===== src/rtl/bcd_arith_pkg.sv =====
package bcd_arith_pkg;

   typedef enum logic [1:0] {
      BOP_ADD  = 2'b00,
      BOP_SUB  = 2'b01,
      BOP_NEG  = 2'b10,
      BOP_HOLD = 2'b11
   } bcd_op_e;

   typedef struct packed {
      logic x;
      logic n;
      logic z;
      logic v;
      logic c;
   } ccr_t;

   localparam int unsigned NIBBLE_W = 4;

endpackage


===== src/rtl/bcd_nibble_cell.sv =====
module bcd_nibble_cell
   import bcd_arith_pkg::*;
(
   input  logic [NIBBLE_W-1:0] a_dig,
   input  logic [NIBBLE_W-1:0] b_dig,
   input  logic                sub_mode,
   input  logic                cy_in,
   output logic [NIBBLE_W-1:0] r_dig,
   output logic                cy_out
);
   logic [NIBBLE_W:0] sum_raw;
   logic [NIBBLE_W:0] dif_raw;

   always_comb begin
      sum_raw = {1'b0, a_dig} + {1'b0, b_dig} + {{NIBBLE_W{1'b0}}, cy_in};
      dif_raw = {1'b0, a_dig} - {1'b0, b_dig} - {{NIBBLE_W{1'b0}}, cy_in};
      if (!sub_mode) begin
         cy_out = (sum_raw > 5'd9);
         r_dig  = cy_out ? (sum_raw[NIBBLE_W-1:0] + 4'd6) : sum_raw[NIBBLE_W-1:0];
      end else begin
         cy_out = dif_raw[NIBBLE_W];
         r_dig  = cy_out ? (dif_raw[NIBBLE_W-1:0] - 4'd6) : dif_raw[NIBBLE_W-1:0];
      end
   end
endmodule


===== src/rtl/bcd_digit_chain.sv =====
module bcd_digit_chain
   import bcd_arith_pkg::*;
#(
   parameter int unsigned DIGITS = 2,
   localparam int unsigned W = DIGITS * NIBBLE_W
) (
   input  logic [W-1:0] a_vec,
   input  logic [W-1:0] b_vec,
   input  logic         sub_mode,
   input  logic         cy_in,
   output logic [W-1:0] r_vec,
   output logic         cy_out
);
   logic [DIGITS:0] cy;

   assign cy[0] = cy_in;

   for (genvar g = 0; g < DIGITS; g++) begin : g_dig
      bcd_nibble_cell u_cell (
         .a_dig    (a_vec[g*NIBBLE_W +: NIBBLE_W]),
         .b_dig    (b_vec[g*NIBBLE_W +: NIBBLE_W]),
         .sub_mode (sub_mode),
         .cy_in    (cy[g]),
         .r_dig    (r_vec[g*NIBBLE_W +: NIBBLE_W]),
         .cy_out   (cy[g+1])
      );
   end

   assign cy_out = cy[DIGITS];
endmodule


===== src/rtl/bcd_ccr_next.sv =====
module bcd_ccr_next
   import bcd_arith_pkg::*;
#(
   parameter int unsigned DIGITS = 2,
   localparam int unsigned W = DIGITS * NIBBLE_W
) (
   input  bcd_op_e      op,
   input  logic [W-1:0] arith_res,
   input  logic         arith_cy,
   input  logic [W-1:0] dst_val,
   input  ccr_t         ccr_cur,
   output logic [W-1:0] res_sel,
   output ccr_t         ccr_nxt
);
   always_comb begin
      if (op == BOP_HOLD) begin
         res_sel = dst_val;
         ccr_nxt = ccr_cur;
      end else begin
         res_sel   = arith_res;
         ccr_nxt.x = arith_cy;
         ccr_nxt.c = arith_cy;
         ccr_nxt.n = 1'b0;
         ccr_nxt.v = 1'b0;
         ccr_nxt.z = (arith_res == '0) ? ccr_cur.z : 1'b0;
      end
   end
endmodule


===== src/rtl/bcd_arith_unit.sv =====
module bcd_arith_unit
   import bcd_arith_pkg::*;
#(
   parameter int unsigned DIGITS  = 2,
   parameter bit          REG_OUT = 1'b1,
   localparam int unsigned W = DIGITS * NIBBLE_W
) (
   input  logic         clk,
   input  logic         rst_n,
   input  logic [1:0]   op_sel,
   input  logic [W-1:0] dst_in,
   input  logic [W-1:0] src_in,
   input  logic         x_in,
   input  logic         n_in,
   input  logic         z_in,
   input  logic         v_in,
   input  logic         c_in,
   output logic [W-1:0] res_out,
   output logic         x_out,
   output logic         n_out,
   output logic         z_out,
   output logic         v_out,
   output logic         c_out
);
   if (DIGITS < 1) begin : g_bad_digits
      $error("bcd_arith_unit: DIGITS must be at least 1");
   end
   if (DIGITS > 16) begin : g_big_digits
      $error("bcd_arith_unit: DIGITS above 16 is not supported");
   end

   bcd_op_e      op;
   logic [W-1:0] opa, opb;
   logic         is_sub;
   logic [W-1:0] arith_res;
   logic         arith_cy;
   logic [W-1:0] res_nxt;
   ccr_t         ccr_cur, ccr_nxt;

   assign op      = bcd_op_e'(op_sel);
   assign ccr_cur = '{x: x_in, n: n_in, z: z_in, v: v_in, c: c_in};

   always_comb begin
      is_sub = (op != BOP_ADD);
      opa    = (op == BOP_NEG) ? '0     : dst_in;
      opb    = (op == BOP_NEG) ? dst_in : src_in;
   end

   bcd_digit_chain #(.DIGITS(DIGITS)) u_chain (
      .a_vec    (opa),
      .b_vec    (opb),
      .sub_mode (is_sub),
      .cy_in    (x_in),
      .r_vec    (arith_res),
      .cy_out   (arith_cy)
   );

   bcd_ccr_next #(.DIGITS(DIGITS)) u_ccr (
      .op        (op),
      .arith_res (arith_res),
      .arith_cy  (arith_cy),
      .dst_val   (dst_in),
      .ccr_cur   (ccr_cur),
      .res_sel   (res_nxt),
      .ccr_nxt   (ccr_nxt)
   );

   if (REG_OUT) begin : g_reg
      always_ff @(posedge clk or negedge rst_n) begin
         if (!rst_n) begin
            res_out <= '0;
            x_out   <= 1'b0;
            n_out   <= 1'b0;
            z_out   <= 1'b0;
            v_out   <= 1'b0;
            c_out   <= 1'b0;
         end else begin
            res_out <= res_nxt;
            x_out   <= ccr_nxt.x;
            n_out   <= ccr_nxt.n;
            z_out   <= ccr_nxt.z;
            v_out   <= ccr_nxt.v;
            c_out   <= ccr_nxt.c;
         end
      end
   end else begin : g_comb
      assign res_out = res_nxt;
      assign x_out   = ccr_nxt.x;
      assign n_out   = ccr_nxt.n;
      assign z_out   = ccr_nxt.z;
      assign v_out   = ccr_nxt.v;
      assign c_out   = ccr_nxt.c;
   end
endmodule


===== config.mk =====
export PLATFORM = sky130hd
export DESIGN_NAME = bcd_arith_unit
export DESIGN_NICKNAME = d
export VERILOG_FILES = /design/src/rtl/bcd_arith_pkg.sv /design/src/rtl/bcd_nibble_cell.sv /design/src/rtl/bcd_digit_chain.sv /design/src/rtl/bcd_ccr_next.sv /design/src/rtl/bcd_arith_unit.sv
export SDC_FILE = /design/constraint.sdc
export NUM_CORES = 1
export LEC_CHECK = 0
export BUFFER_PORTS_ARGS = -buffer_cell sky130_fd_sc_hd__buf_2
export CAP_MARGIN = 40
export CORE_UTILIZATION = 56
export DETAILED_ROUTE_END_ITERATION = 8
export GPL_ROUTABILITY_DRIVEN = 1
export GPL_TIMING_DRIVEN = 0
export PLACE_DENSITY_LB_ADDON = 0.12
export SETUP_SLACK_MARGIN = 0.1
export SYNTH_ARGS = -nofsm -noshare
export SYNTH_HDL_FRONTEND = slang
export SYNTH_SLANG_ARGS = --single-unit

===== constraint.sdc =====
create_clock -name clk -period 0.8 [get_ports clk]
set_input_delay 0.04 -clock clk [delete_from_list [all_inputs] [get_ports clk]]
set_output_delay 0.04 -clock clk [all_outputs]
set_load 0.005 [all_outputs]

Yosys cells after proc, flatten, opt, wreduce, memory -nomap -nowiden. Cells that the tools add are included. Widths: inputs -> output; s select.

Output and inout bits: 13. Memory bits (writable): 0. Logic and storage cells: 37. Flip-flop bits (word level): 13. Bits of input ports: 25. Bits in latches: 0. Bits in read-only memories: 0. Memories: 0.

Reductions and logical operators: 2. Divide/modulo/power cells: 0. Multiplexer cells: 13. Shift-type cells: 0. Add/subtract/negate cells: 12. Magnitude comparators: 2. Bitwise operators: 0. Equal/unequal tests: 2. Multipliers: 0.

Operators with widths (count): $mux 4 (6); $mux 8 (3); $add 4x4->5 (2); $add 5x1->5 (2); $gt 5x4->1 const B (2); $sub 4x4->5 (2); $sub 5x1->5 (2); $add 4x3->4 const B (2); $logic_not 8->1 (1); $sub 4x3->4 const B (2); $mux 5 (1); $eq 2x2->1 const B (2); $mux 1 (3); $reduce_bool 2->1 (1).

Longest topological paths before layout. Gate-level depths: netlist of the first run.

Depth after elaboration: 13. Depth in mapped cells: 27. Depth with buffers taken out: 25.

Cells and area by module. From an unflattened synthesis of the first run, not the netlist that was laid out.

Cells, all modules: 197. Area total of the unflattened synthesis: 1835.5 sq um.

By module, submodules not included: bcd_nibble_cell (cells each 72, area each 579.3 sq um, instances 2, seq. area each 0.0 sq um); bcd_arith_unit (cells each 33, area each 515.5 sq um, instances 1, seq. area each 325.3 sq um); bcd_ccr_next (cells each 20, area each 161.4 sq um, instances 1, seq. area each 0.0 sq um).

Worst setup path after synthesis of the first run. Ideal clock, no wire load.

Kind: in2reg. Start point: input port op_sel[0]. End point: register z_out. Library setup time: 0.095 ns. Stages on the path: 26. Slack: -4.315 ns. Path buffers: 2. Required time: 0.705 ns. Data arrival time: 5.020 ns. Cell sequence: buf_6 > nand2b_4 > buf_6 > and2_1 > xor2_1 > ha_1 > a21oi_1 > fa_1 > ha_1 > a21bo_2 > nand2b_1 > nor4b_1 > nor3_1 > mux2i_1 > inv_1 > fa_1 > fa_1 > xor2_1 > ha_1 > inv_1 > o21ai_0 > inv_1 > o211ai_1 > o21ai_0 > or3b_1 > o31ai_1.

RTL lines: from (decl) (line bcd_arith_unit.sv:10) `input logic [1:0] op_sel,`; to (signal assigned) (line bcd_arith_unit.sv:81) `z_out <= ccr_nxt.z;`; to (decl) (line bcd_arith_unit.sv:21) `output logic z_out,`.

==> metrics.md, run 1 <==
| Metric | Value |
|---|---|
| CP Class | in2reg |
| Area of the multi-input gates | around 1700 sq um |
| Ant diodes | 0 |
| CTS Sinks | 13 |
| Syn Nets | approximately 280 |
| Xor and xnor area share after synthesis | 0.0663 |
| Violated checks | negative setup slack |
| Setup ws final | -4130 ps |
| Syn Inst Count | 230 |
| Netlist cell types | 48 |
| Post-Syn Area per Cell | a little over 8 sq um |
| Fin crit period | ~4900 ps |
| Die area | 3540 sq um |
| CTS tree | yes |
| Peak VDD IR | about 1000 uV |
| Width of the die | a little under 60 um |
| Synth Area in Adders | 0.214 |
| Initial Util | 0.596 |
| P_leak | 1.24 nW |
| Ys async rst share | 1.00 |
| Layout cells sized above 1 | 0.390 |
| WL/cell | 16.5 um |
| PwrDens | 2020 nW/um^2 |
| Worst hold-check path type | in2reg |
| Chip Height | a little under 60 um |
| Largest cells by area after synthesis | dfrtp_1, ha_1, fa_1 |
| Initial drt markers | about 150 |
| Fin. Hold Viols | 0 |
| Flops & latches, synth | 13 |
| Top_reg_cell synth | dfrtp_1 |
| DR vias | a little under 2000 |
| Kind of end point of the critical path | flip-flop |
| Simple-gate share of the synthesized area | 0.235 |
| Vias in the first global route | 1726 |
| Data required time of the worst path | 970 ps |
| Setup crit start | op_sel[0] |
| WL final | 5.52 mm |
| Global route overflow | 0 |
| Register area share after synthesis | 0.176 |
| Core area | between 3000 and 4000 sq um |
| Antenna violations before repair | 0 |
| GR Util All Layers | 0.293 |
| CP Launch Type | primary input |
| Largest net degree at the start of global routing | 14 |
| CP endpoint | z_out |
| Global-route wire length before repair | roughly 7.8 mm |
| Nets | roughly 340 |
| Row count | 20 |
| Final core occ | 0.820 |
| Fmax | ~0.20 GHz |
| Yosys top cell area share | 0.176 |
| Via density | between 5 and 6 |
| RSZ-0062 raised after global routing | true |
| Relative slew margins | 0.491 |
| Mapped Area | 1850 sq um |
| Clock Tree Buf Depth | 2 |
| Main combinational cell family by area after synthesis | simple AND/OR/NAND/NOR gates |
| H-tree depth | 1 |
| MaxCap Viol Count | 0 |
| Status | complete, but fails checks |
| GP Congestion | 0.862 |
| Post-route ant nets | 0 |
| Synth warn | 0 |
| Filler cells | 207 |
| Hpwl dp | roughly 3.6 mm |
| Area grow syn2layout | 37.5% |
| Router iterations before antenna repair | 5 |
| Post-synth top area cell | dfrtp_1 |
| Crit path DAT | ~5000 ps |
| Post-synthesis mux area share | 0.0500 |
| I/O pin cnt | 38 |
| Compound-gate portion of the synthesized area | 0.194 |
| CP Max Fanout | 4 |
| Synth cell count leaders | nand2_1, ha_1, inv_1 |
| Clock-pin slew on the worst setup and hold paths | 70 ps |
| Post-Place Cells | just over 300 |
| Finish-stage setup viols | 15 |
| DRC | 0 |
| Period utilization | 6.16 |
| Port Buffers | 36 |
| FF+latch area | approximately 330 sq um |
| Total CTS buffers | 3 |
| Final instance count without filler cells | 334 |
| Top-count cell post-synth | nand2_1 |
| EDFF count, synth | 0 |
| Root buf cell | clkbuf_4 |
| Slew Viols, Final | 0 |
| Slew @ Worst Pin | between 700 and 800 ps |
## logic make-up after synthesis
group | after synthesis
AO/OA/AOI/OAI | 52
XOR/XNOR | 14
adder cells (fa/ha/maj) | 28
buffers and inverters | 28
flip-flops | 13
multiplexers | 9
AND/OR/NAND/NOR | 86
## critical path: stages
cell and delay [ps]:
buf_8 100, nand2b_4 140, buf_8 130, and2_4 140
xor2_2 140, ha_2 200, a21oi_2 180, fa_2 540
ha_4 190, a21bo_4 190, nand2b_4 60, nor4b_4 300
nor3_2 80, mux2i_1 190, inv_1 80, fa_2 370
fa_2 390, xor2_2 190, ha_2 210, inv_2 40
o21ai_2 190, inv_1 90, o211ai_1 180, o21ai_1 110
or3b_1 420, o31ai_2 200
## layout by cell type (no fill, tap or decap), types with 3 or more instances in the layout
master	count
buf_2	37
nand2b_1	5
nand3b_1	3
ha_4	3
inv_1	18
buf_4	15
dfrtp_1	13
clkbuf_4	3
nand2_1	29
a21oi_1	5
and2_1	7
mux2i_1	7
buf_6	5
nor3_2	4
o21ai_0	4
xnor2_1	7
fa_2	4
a21o_1	4
a211oi_2	4
clkbuf_1	3
a21oi_2	7
or3_1	3
o21ai_1	3
xor2_1	4
o21ai_2	4
ha_1	17
nor2b_1	5
nor2_1	15
## per-layer routing
layer | GRT usage | part of all wire
met5 | 0 | 0
met4 | 0.0782 | 0.030
met3 | 0.0240 | 0.072
met2 | 0.525 | 0.51
met1 | 0.374 | 0.39
## per-stage QoR
stage	worst slack [ps]	TNS (ps)	hold slack, ps	instance area [sq um]	power [mW]
finish	-4130	-32910	32.0	2540	5.15
global route	-4350	-34700	25.2	2540	5.48
CTS	-3900	-30310	12.2	2430	4.55
detailed placement	-4670	-37270	-71.9	2200	3.71
global placement	-4580	-36550	-77.4	2200	3.64
floorplan	-3990	-31280	-256	1960	3.00
## area by class of cell
class                      instances  area share
buffer                             9      0.0241
clock buffer                       4      0.0103
inverter                          19      0.0280
multi-input combinational        189       0.649
sequential                        13       0.128
tap                               44      0.0216
timing repair buffer              56       0.139
## worst min-delay path by stage
stage                from  endpoint  slack, ps  cells after the start
detailed placement  rst_n     c_out        -70                      1
floorplan           rst_n     c_out       -260                      0
finish               v_in     v_out         30                      2
global placement    rst_n     c_out        -80                      1
global route         v_in     v_out         30                      2
CTS                  n_in     n_out         10                      2
## repair_timing
action	in CTS	in global routing
resized for setup	20	20
hold buffers	1	0
pin swaps	15	18
setup buffers	13	6
hold endpoints to repair	13	0
setup endpoints to repair	24	24
## flip-flops by register name, indices dropped and copies added, names as in the netlist
signal,flops
res_out,8
x_out,1
n_out,1
v_out,1
z_out,1
c_out,1
## power by group
| part | internal, mW | switching (mW) | leakage, nW |
|---|---|---|---|
| combinational | 1.88 | 2.00 | 1.07 |
| sequential | 0.827 | 0.0449 | 0.157 |
| clock | 0.193 | 0.203 | 0.0150 |
| total | 2.90 | 2.25 | 1.24 |
Power figures use the tool's default switching activity.
==> inputs of run 2 (changes only) <==
- GPL_TIMING_DRIVEN: 0 -> default
==> run 2 against run 1 <==
Against the previous run: the run now fails in global routing; area after synthesis stayed put; synthesized cell count stayed put.
==> metrics.md, run 2 <==
| Metric | Value |
|---|---|
| Status | aborted with a tool error |
| Stop stage | global routing |
| Error | [ERROR GRT-0116] Global routing finished with congestion. Check the congestion regions in the DRC Viewer. |
| Root buf cell | clkbuf_4 |
| GP Congestion | 0.949 (+10%) |
| Syn Inst Count | 230 (unchanged) |
| Port Buffers | 37 (+2.8%) |
| EDFF count, synth | 0 (unchanged) |
| Row count | 20 (unchanged) |
| Post-Syn Area per Cell | 8.05 sq um (unchanged) |
| Global route overflow | 19 |
| I/O pin cnt | 38 (unchanged) |
| Hpwl dp | 4.59 mm (+28%) |
| Register area share after synthesis | 0.176 (unchanged) |
| Vias in the first global route | roughly 3100 |
| H-tree depth | 1 (unchanged) |
| Top_reg_cell synth | dfrtp_1 |
| Largest cells by area after synthesis | dfrtp_1, ha_1, fa_1 |
| Initial Util | 0.596 (unchanged) |
| Synth warn | 0 (unchanged) |
| Top-count cell post-synth | nand2_1 |
| Syn Nets | 283 (unchanged) |
| Yosys top cell area share | 0.176 (unchanged) |
| Mapped Area | 1850 sq um (unchanged) |
| Largest net degree at the start of global routing | 18 |
| Chip Height | 59.5 um (unchanged) |
| Post-Place Cells | 374 (+21%) |
| Pre-CTS WS | -4120 ps (+555 ps) |
| Post-synth top area cell | dfrtp_1 |
| Flops & latches, synth | 13 (unchanged) |
| Global-route wire length before repair | between 15 and 20 mm |
| Netlist cell types | 48 (unchanged) |
| Total CTS buffers | 3 (unchanged) |
| Width of the die | 59.5 um (unchanged) |
| GR Util All Layers | 0.693 |
| Synth cell count leaders | nand2_1, ha_1, inv_1 |
| Ys async rst share | 1.00 (unchanged) |
| CTS Sinks | 13 (unchanged) |
| Clock Tree Buf Depth | 2 (unchanged) |
==> run 2: routing by layer <==
metal,track usage,GRT overflow
met5,0.0476,0
met4,0.752,10
met3,0.517,0
met2,0.892,9
met1,0.667,0
==> run 2: repair_timing <==
action | 4_1_cts
endpoints found under the setup margin | 24
resized for setup | 34
pin swaps | 28
endpoints found under the hold margin | 14
hold buffers | 2
buffers inserted | 9
==> run 2: kinds of logic after synthesis <==
family,Yosys count,share of synthesized area
compound gates,52,0.194
xor+xnor,14,0.0663
fa+ha+maj,28,0.214
buf+inv,28,0.0656
flops,13,0.176
mux,9,0.0500
simple gates,86,0.235
==> run 2: stage by stage <==
step | hold slack (ps) | setup TNS, ps | instance area [sq um]
CTS | 14.5 | -28830 | 2970
detailed placement | -66.4 | -33770 | 2690
global placement | -74.4 | -32540 | 2690
floorplan | -256 | -31280 | 1960
==> inputs of run 3 (changes only) <==
- CORE_UTILIZATION: 56 -> 40
- PLACE_DENSITY_LB_ADDON: 0.12 -> 0.15
- SETUP_SLACK_MARGIN: 0.1 -> default
==> run 3 against run 2 <==
Against the previous run: the flow now finishes, with violations (negative setup slack).
==> metrics.md, run 3 (same netlist as run 1, synthesis figures left out) <==
| Metric | Value |
|---|---|
| Slowest-stage cell, CP | fa_2 |
| Clock-pin slew on the worst setup and hold paths | 50 ps |
| Sequential Power Share | 0.148 |
| H-tree depth | 1 (unchanged) |
| Fin. Hold Viols | 0 |
| Via density | between 5 and 6 |
| DR vias | just over 2000 |
| CP Class | in2reg |
| Largest net degree at the start of global routing | 20 |
| Most flop-heavy register | res_out |
| RSZ-0062 raised after global routing | true |
| P_int | between 3 and 4 mW |
| Router iterations before antenna repair | 4 |
| Most frequent cells in the layout | buf_4, buf_2, nand2_1 |
| P_leak | around 1.5 nW |
| Relative slew margins | 0.660 |
| Pre-CTS WS | -4080 ps (+44.7 ps) |
| CTS tree | yes |
| Slew Viols, Final | 0 |
| MaxCap Viol Count | 0 |
| Crit path DAT | 4760 ps |
| PwrDens | around 1900 nW/um^2 |
| DRC | 0 |
| Finish-stage setup viols | 11 |
| Nets | between 400 and 500 |
| Crit path largest cell delay | between 400 and 500 ps |
| Clock power frac | 0.097 |
| Kind of end point of the critical path | flip-flop |
| Period utilization | 5.76 |
| Layout cells sized above 1 | 0.499 |
| Overall power | 5.85 mW |
| Hold depth | 3 |
| Worst hold-check path type | in2reg |
| Initial Util | 0.419 (-0.177) |
| Die area | ~5000 sq um |
| Post-route ant nets | 0 |
| Initial drt markers | between 80 and 90 |
| Antenna violations before repair | 0 |
| Fin crit period | roughly 4600 ps |
| Peak VDD IR | between 800 and 900 uV |
| Combinational Power Share | 0.755 |
| CP Max Fanout | 3 |
| Clock Tree Buf Depth | 2 (unchanged) |
| Hpwl dp | 4.26 mm (-7.1%) |
| Critical path buffers and inverters | 4 |
| WL final | approximately 5.4 mm |
| Slew @ Worst Pin | 509 ps |
| Top delay family on crit path | adder cells |
| Setup ws final | -3810 ps |
| Switching Fraction | 0.386 |
| CP most frequent cell | fa_2 |
| Area grow syn2layout | 65.1% |
| CP Launch Type | primary input |
| I/O pin cnt | 38 (unchanged) |
| Data required time of the worst path | about 950 ps |
| Setup TNS | -30360 ps |
| Core area | 4410 sq um |
| GP Congestion | 0.860 (-9.4%) |
| Fmax | approximately 0.22 GHz |
| Violated checks | negative setup slack |
| WL/cell | ~14 um |
| Total CTS buffers | 3 (unchanged) |
| GR Util All Layers | 0.223 |
| Root buf cell | clkbuf_8 |
| Ant diodes | 0 |
| Port Buffers | 37 (unchanged) |
| Status | complete, but fails checks |
| CTS Sinks | 13 (unchanged) |
| Max reg flops | 8 |
| Global route overflow | 0 |
| Global-route wire length before repair | 8.98 mm |
| Critical path depth | 26 |
| Sw Pwr | 2.26 mW |
| Row count | 24 (+20%) |
| Width of the die | 70.0 um (+18%) |
| Vias in the first global route | between 2000 and 2500 |
| Chip Height | 70.0 um (+18%) |
| Commonest non-fill, non-tap cell in the layout | buf_4 |
-- run 3: layout make-up --
class,count,area [sq um]
Clock buffer,4,45.0
Fill cell,336,1360
Inverter,19,71.3
Multi-Input combinational cell,189,1680
Sequential cell,13,325
Tap cell,52,65.1
Timing Repair Buffer,122,868
-- run 3: power groups by stage --
stage	combinational (mW)	sequential, mW	clock [mW]
after detailed placement	3.61	0.880	0
after global placement	3.56	0.876	0
final	4.42	0.866	0.566
after global routing	4.79	0.882	0.607
after CTS	4.12	0.868	0.574
after floorplan	2.09	0.913	0
-- run 3: layer usage --
layer  share of wire  track usage  up-vias
met3           0.038       0.0173        6
li1                -            -     1030
met5               0            0        -
met1            0.47        0.299      943
met4          0.0094       0.0200        0
met2            0.49        0.403       59
-- run 3: final timing paths --
check	startpoint	endpoint	slack, ps
max	op_sel[0]	z_out	-3810
max in group asynchronous	rst_n	res_out[3]	370
min in group asynchronous	rst_n	res_out[7]	220
min	z_in	z_out	40
-- run 3: stage by stage --
stage	util	cell area, sq um	cells	hold slack (ps)
2_1_floorplan	-	1960	230	-256
3_3_place_gp	0.610	2690	381	-69.6
3_5_place_dp	0.610	2690	381	-68.7
4_1_cts	0.667	2940	396	23.5
5_1_grt	0.692	3060	399	48.3
6_report	0.692	3060	399	39.8
-- run 3: worst min-delay path: cells and delay by family --
kind | cells | cell delay, ps
buffers and inverters | 1 | 90
AND/OR/NAND/NOR | 1 | 50
AO/OA/AOI/OAI | 1 | 50
-- run 3: timing repair --
action                                  4_1_cts  5_1_grt
resized for setup                            27       14
pin swaps                                    34       19
hold buffers                                  1        0
endpoints found under the setup margin       11       11
gates cloned                                  0        0
buffers inserted                             10        4
hold endpoints to repair                     13        0
==> inputs of run 4 (changes only) <==
- CTS_CLUSTER_SIZE: default -> 10
- PLACE_DENSITY: default -> 0.66
- PLACE_DENSITY_LB_ADDON: 0.15 -> default
- RECOVER_POWER: default -> 25
==> run 4 against run 3 <==
Against the previous run: the flow still finishes with violations (negative setup slack); count of clock-buffer cells in the layout is the same; sequential power is essentially flat; critical path type unchanged; first-iteration DRC count grew 41%; routed wire length grew 0.87%; worst setup slack gained 24 ps; largest power group unchanged; total power grew 2.1%.
==> metrics.md, run 4 (same netlist as run 1, synthesis figures left out) <==
| Metric | Value |
|---|---|
| Die area | 4900 sq um (unchanged) |
| WL final | 5.47 mm (+0.87%) |
| Violated checks | negative setup slack |
| Fin crit period | 4590 ps (-23.6 ps) |
| Chip Height | 70.0 um (unchanged) |
| Antenna violations before repair | 0 (unchanged) |
| Data required time of the worst path | 960 ps (about the same) |
| Slew Viols, Final | 0 (unchanged) |
| DR vias | 2026 (-0.59%) |
| Nets | 397 (-1.0%) |
| Area grow syn2layout | 65.2% (about the same) |
| FF+latch area | 325 sq um (unchanged) |
| Post-Place Cells | 378 (-0.79%) |
| Most flop-heavy register | res_out |
| Row count | 24 (unchanged) |
| Setup ws final | -3790 ps (+23.6 ps) |
| Kind of end point of the critical path | flip-flop |
| Global route overflow | 0 (unchanged) |
| Min Hold Slack | 42.0 ps (+2.23 ps) |
| Peak VDD IR | 867 uV (+2.6%) |
| Final core occ | 0.693 (about the same) |
| Root buf cell | clkbuf_8 |
| Fin. Hold Viols | 0 (unchanged) |
| Layout cells sized above 1 | 0.496 (-0.00293) |
| Fmax | 0.218 GHz (+0.52%) |
| Slew @ Worst Pin | 438 ps (-71.0 ps) |
| Pre-CTS WS | -4080 ps (-6.02 ps) |
| Ant diodes | 0 (unchanged) |
| MaxCap Viol Count | 0 (unchanged) |
| Status | complete, but fails checks |
| Period utilization | 5.73 (-0.0295) |
| Initial Util | 0.419 (unchanged) |
| Worst hold-check path type | in2reg |
| P_leak | 1.54 nW (-0.80%) |
| Initial drt markers | 114 (+41%) |
| I/O pin cnt | 38 (unchanged) |
| Via density | 5.13 (+0.42%) |
| Core area | 4410 sq um (unchanged) |
| Post-route ant nets | 0 (unchanged) |
| WL met3 | 237 um (+15%) |
| DRC | 0 (unchanged) |
| Commonest non-fill, non-tap cell in the layout | buf_4 |
| Final instance count without filler cells | 395 (-1.0%) |
| Clock-pin slew on the worst setup and hold paths | 50 ps (about the same) |
| Hpwl dp | 4.20 mm (-1.4%) |
| Most frequent cells in the layout | buf_4, buf_2, nand2_1 |
| Area of the multi-input gates | 1700 sq um (+1.3%) |
| Clock Tree Buf Depth | 2 (unchanged) |
| Min-delay src | v_in |
| Router iterations before antenna repair | 4 (unchanged) |
| Met2 WL post-DR | 2.64 mm (unchanged) |
| CP Max Fanout | 3 (unchanged) |
| Largest net degree at the start of global routing | 18 (-10%) |
| CP Launch Type | primary input |
| WL/cell | 13.8 um (+1.9%) |
| Port Buffers | 37 (unchanged) |
| Total CTS buffers | 3 (unchanged) |
| H-tree depth | 1 (unchanged) |
| GP Congestion | 0.900 (+4.7%) |
| Min-Delay Endpoint | v_out |
| Max reg flops | 8 (unchanged) |
| RSZ-0062 raised after global routing | true |
| Filler cells | 345 (+2.7%) |
| CTS Sinks | 13 (unchanged) |
| Hold depth | 2 (-1) |
| Vias in the first global route | 2018 (+0.70%) |
| Top layer reached by signal wires | met4 |
| GR Util All Layers | 0.220 (-0.00207) |
| PwrDens | 1950 nW/um^2 (+2.0%) |
| Setup TNS | -30470 ps (-113 ps) |
| CTS tree | yes |
| Crit path DAT | 4740 ps (-20 ps) |
| Finish-stage setup viols | 11 (unchanged) |
| Relative slew margins | 0.707 (+0.0475) |
| Width of the die | 70.0 um (unchanged) |
| Global-route wire length before repair | 8.79 mm (-2.1%) |
| Wl on met1 | 2.53 mm (about the same) |
| CP Class | in2reg |
## run 4: changes by cell type in the layout (fill, tap and decap cells not counted), sizes merged
cell    delta
buf        -5
clkbuf     +1
## run 4: routing by layer
layer,track usage,vias up
li1,-,1017
met1,0.288,937
met2,0.394,66
met3,0.0115,6
met4,0.0578,0
met5,0,-
## run 4: layout make-up
class,count,share of cell area
clock buffer,4,0.0147
timing repair buffer,118,0.278
multi-input combinational,189,0.556
sequential,13,0.106
inverter,19,0.0233
tap,52,0.0213
## run 4: critical path, stage by stage
cell and delay (ps):
buf_6 100, nand2b_4 130, and2_4 130, xor2_1 180
ha_2 210, a21oi_2 40, fa_2 410, xor2_4 230
ha_2 210, a21bo_4 150, nand2b_4 60, nor4b_4 270
nor3_1 100, mux2i_1 180, inv_1 80, fa_2 360
fa_2 390, xor2_2 160, buf_4 160, ha_4 150
o21ai_2 60, inv_1 60, o211ai_1 160, o21ai_1 130
or3b_1 420, o31ai_2 170
## run 4: through the flow
stage               total power, mW  area [sq um]
floorplan                      3.00          1960
global placement               4.40          2670
detailed placement             4.47          2670
CTS                            5.62          2950
global route                   6.42          3060
finish                         5.97          3060
## run 4: repair_timing
| action | in CTS | in global routing |
|---|---|---|
| pin swaps | 32 | 25 |
| hold endpoints to repair | 13 | 0 |
| gates resized for setup | 33 | 19 |
| cloned | 0 | 0 |
| buffers inserted | 13 | 5 |
| hold buffers | 1 | 0 |
| endpoints found under the setup margin | 11 | 11 |
## run 4: how the worst max path moves through the flow
stage | cells after the start | to | from | slack, ps
6_report | 26 | z_out | op_sel[0] | -3790
5_1_grt | 26 | z_out | op_sel[0] | -4080
4_1_cts | 26 | z_out | op_sel[0] | -3710
3_5_place_dp | 26 | z_out | op_sel[0] | -4080
3_3_place_gp | 26 | z_out | op_sel[0] | -3940
2_1_floorplan | 26 | z_out | op_sel[0] | -3990
## run 4: power breakdown
part / leakage [nW] / switching (mW) / internal [mW] / total (mW)
sequential: 0.157 / 0.0355 / 0.829 / 0.864
clock: 0.0228 / 0.230 / 0.352 / 0.582
combinational: 1.36 / 2.09 / 2.44 / 4.53
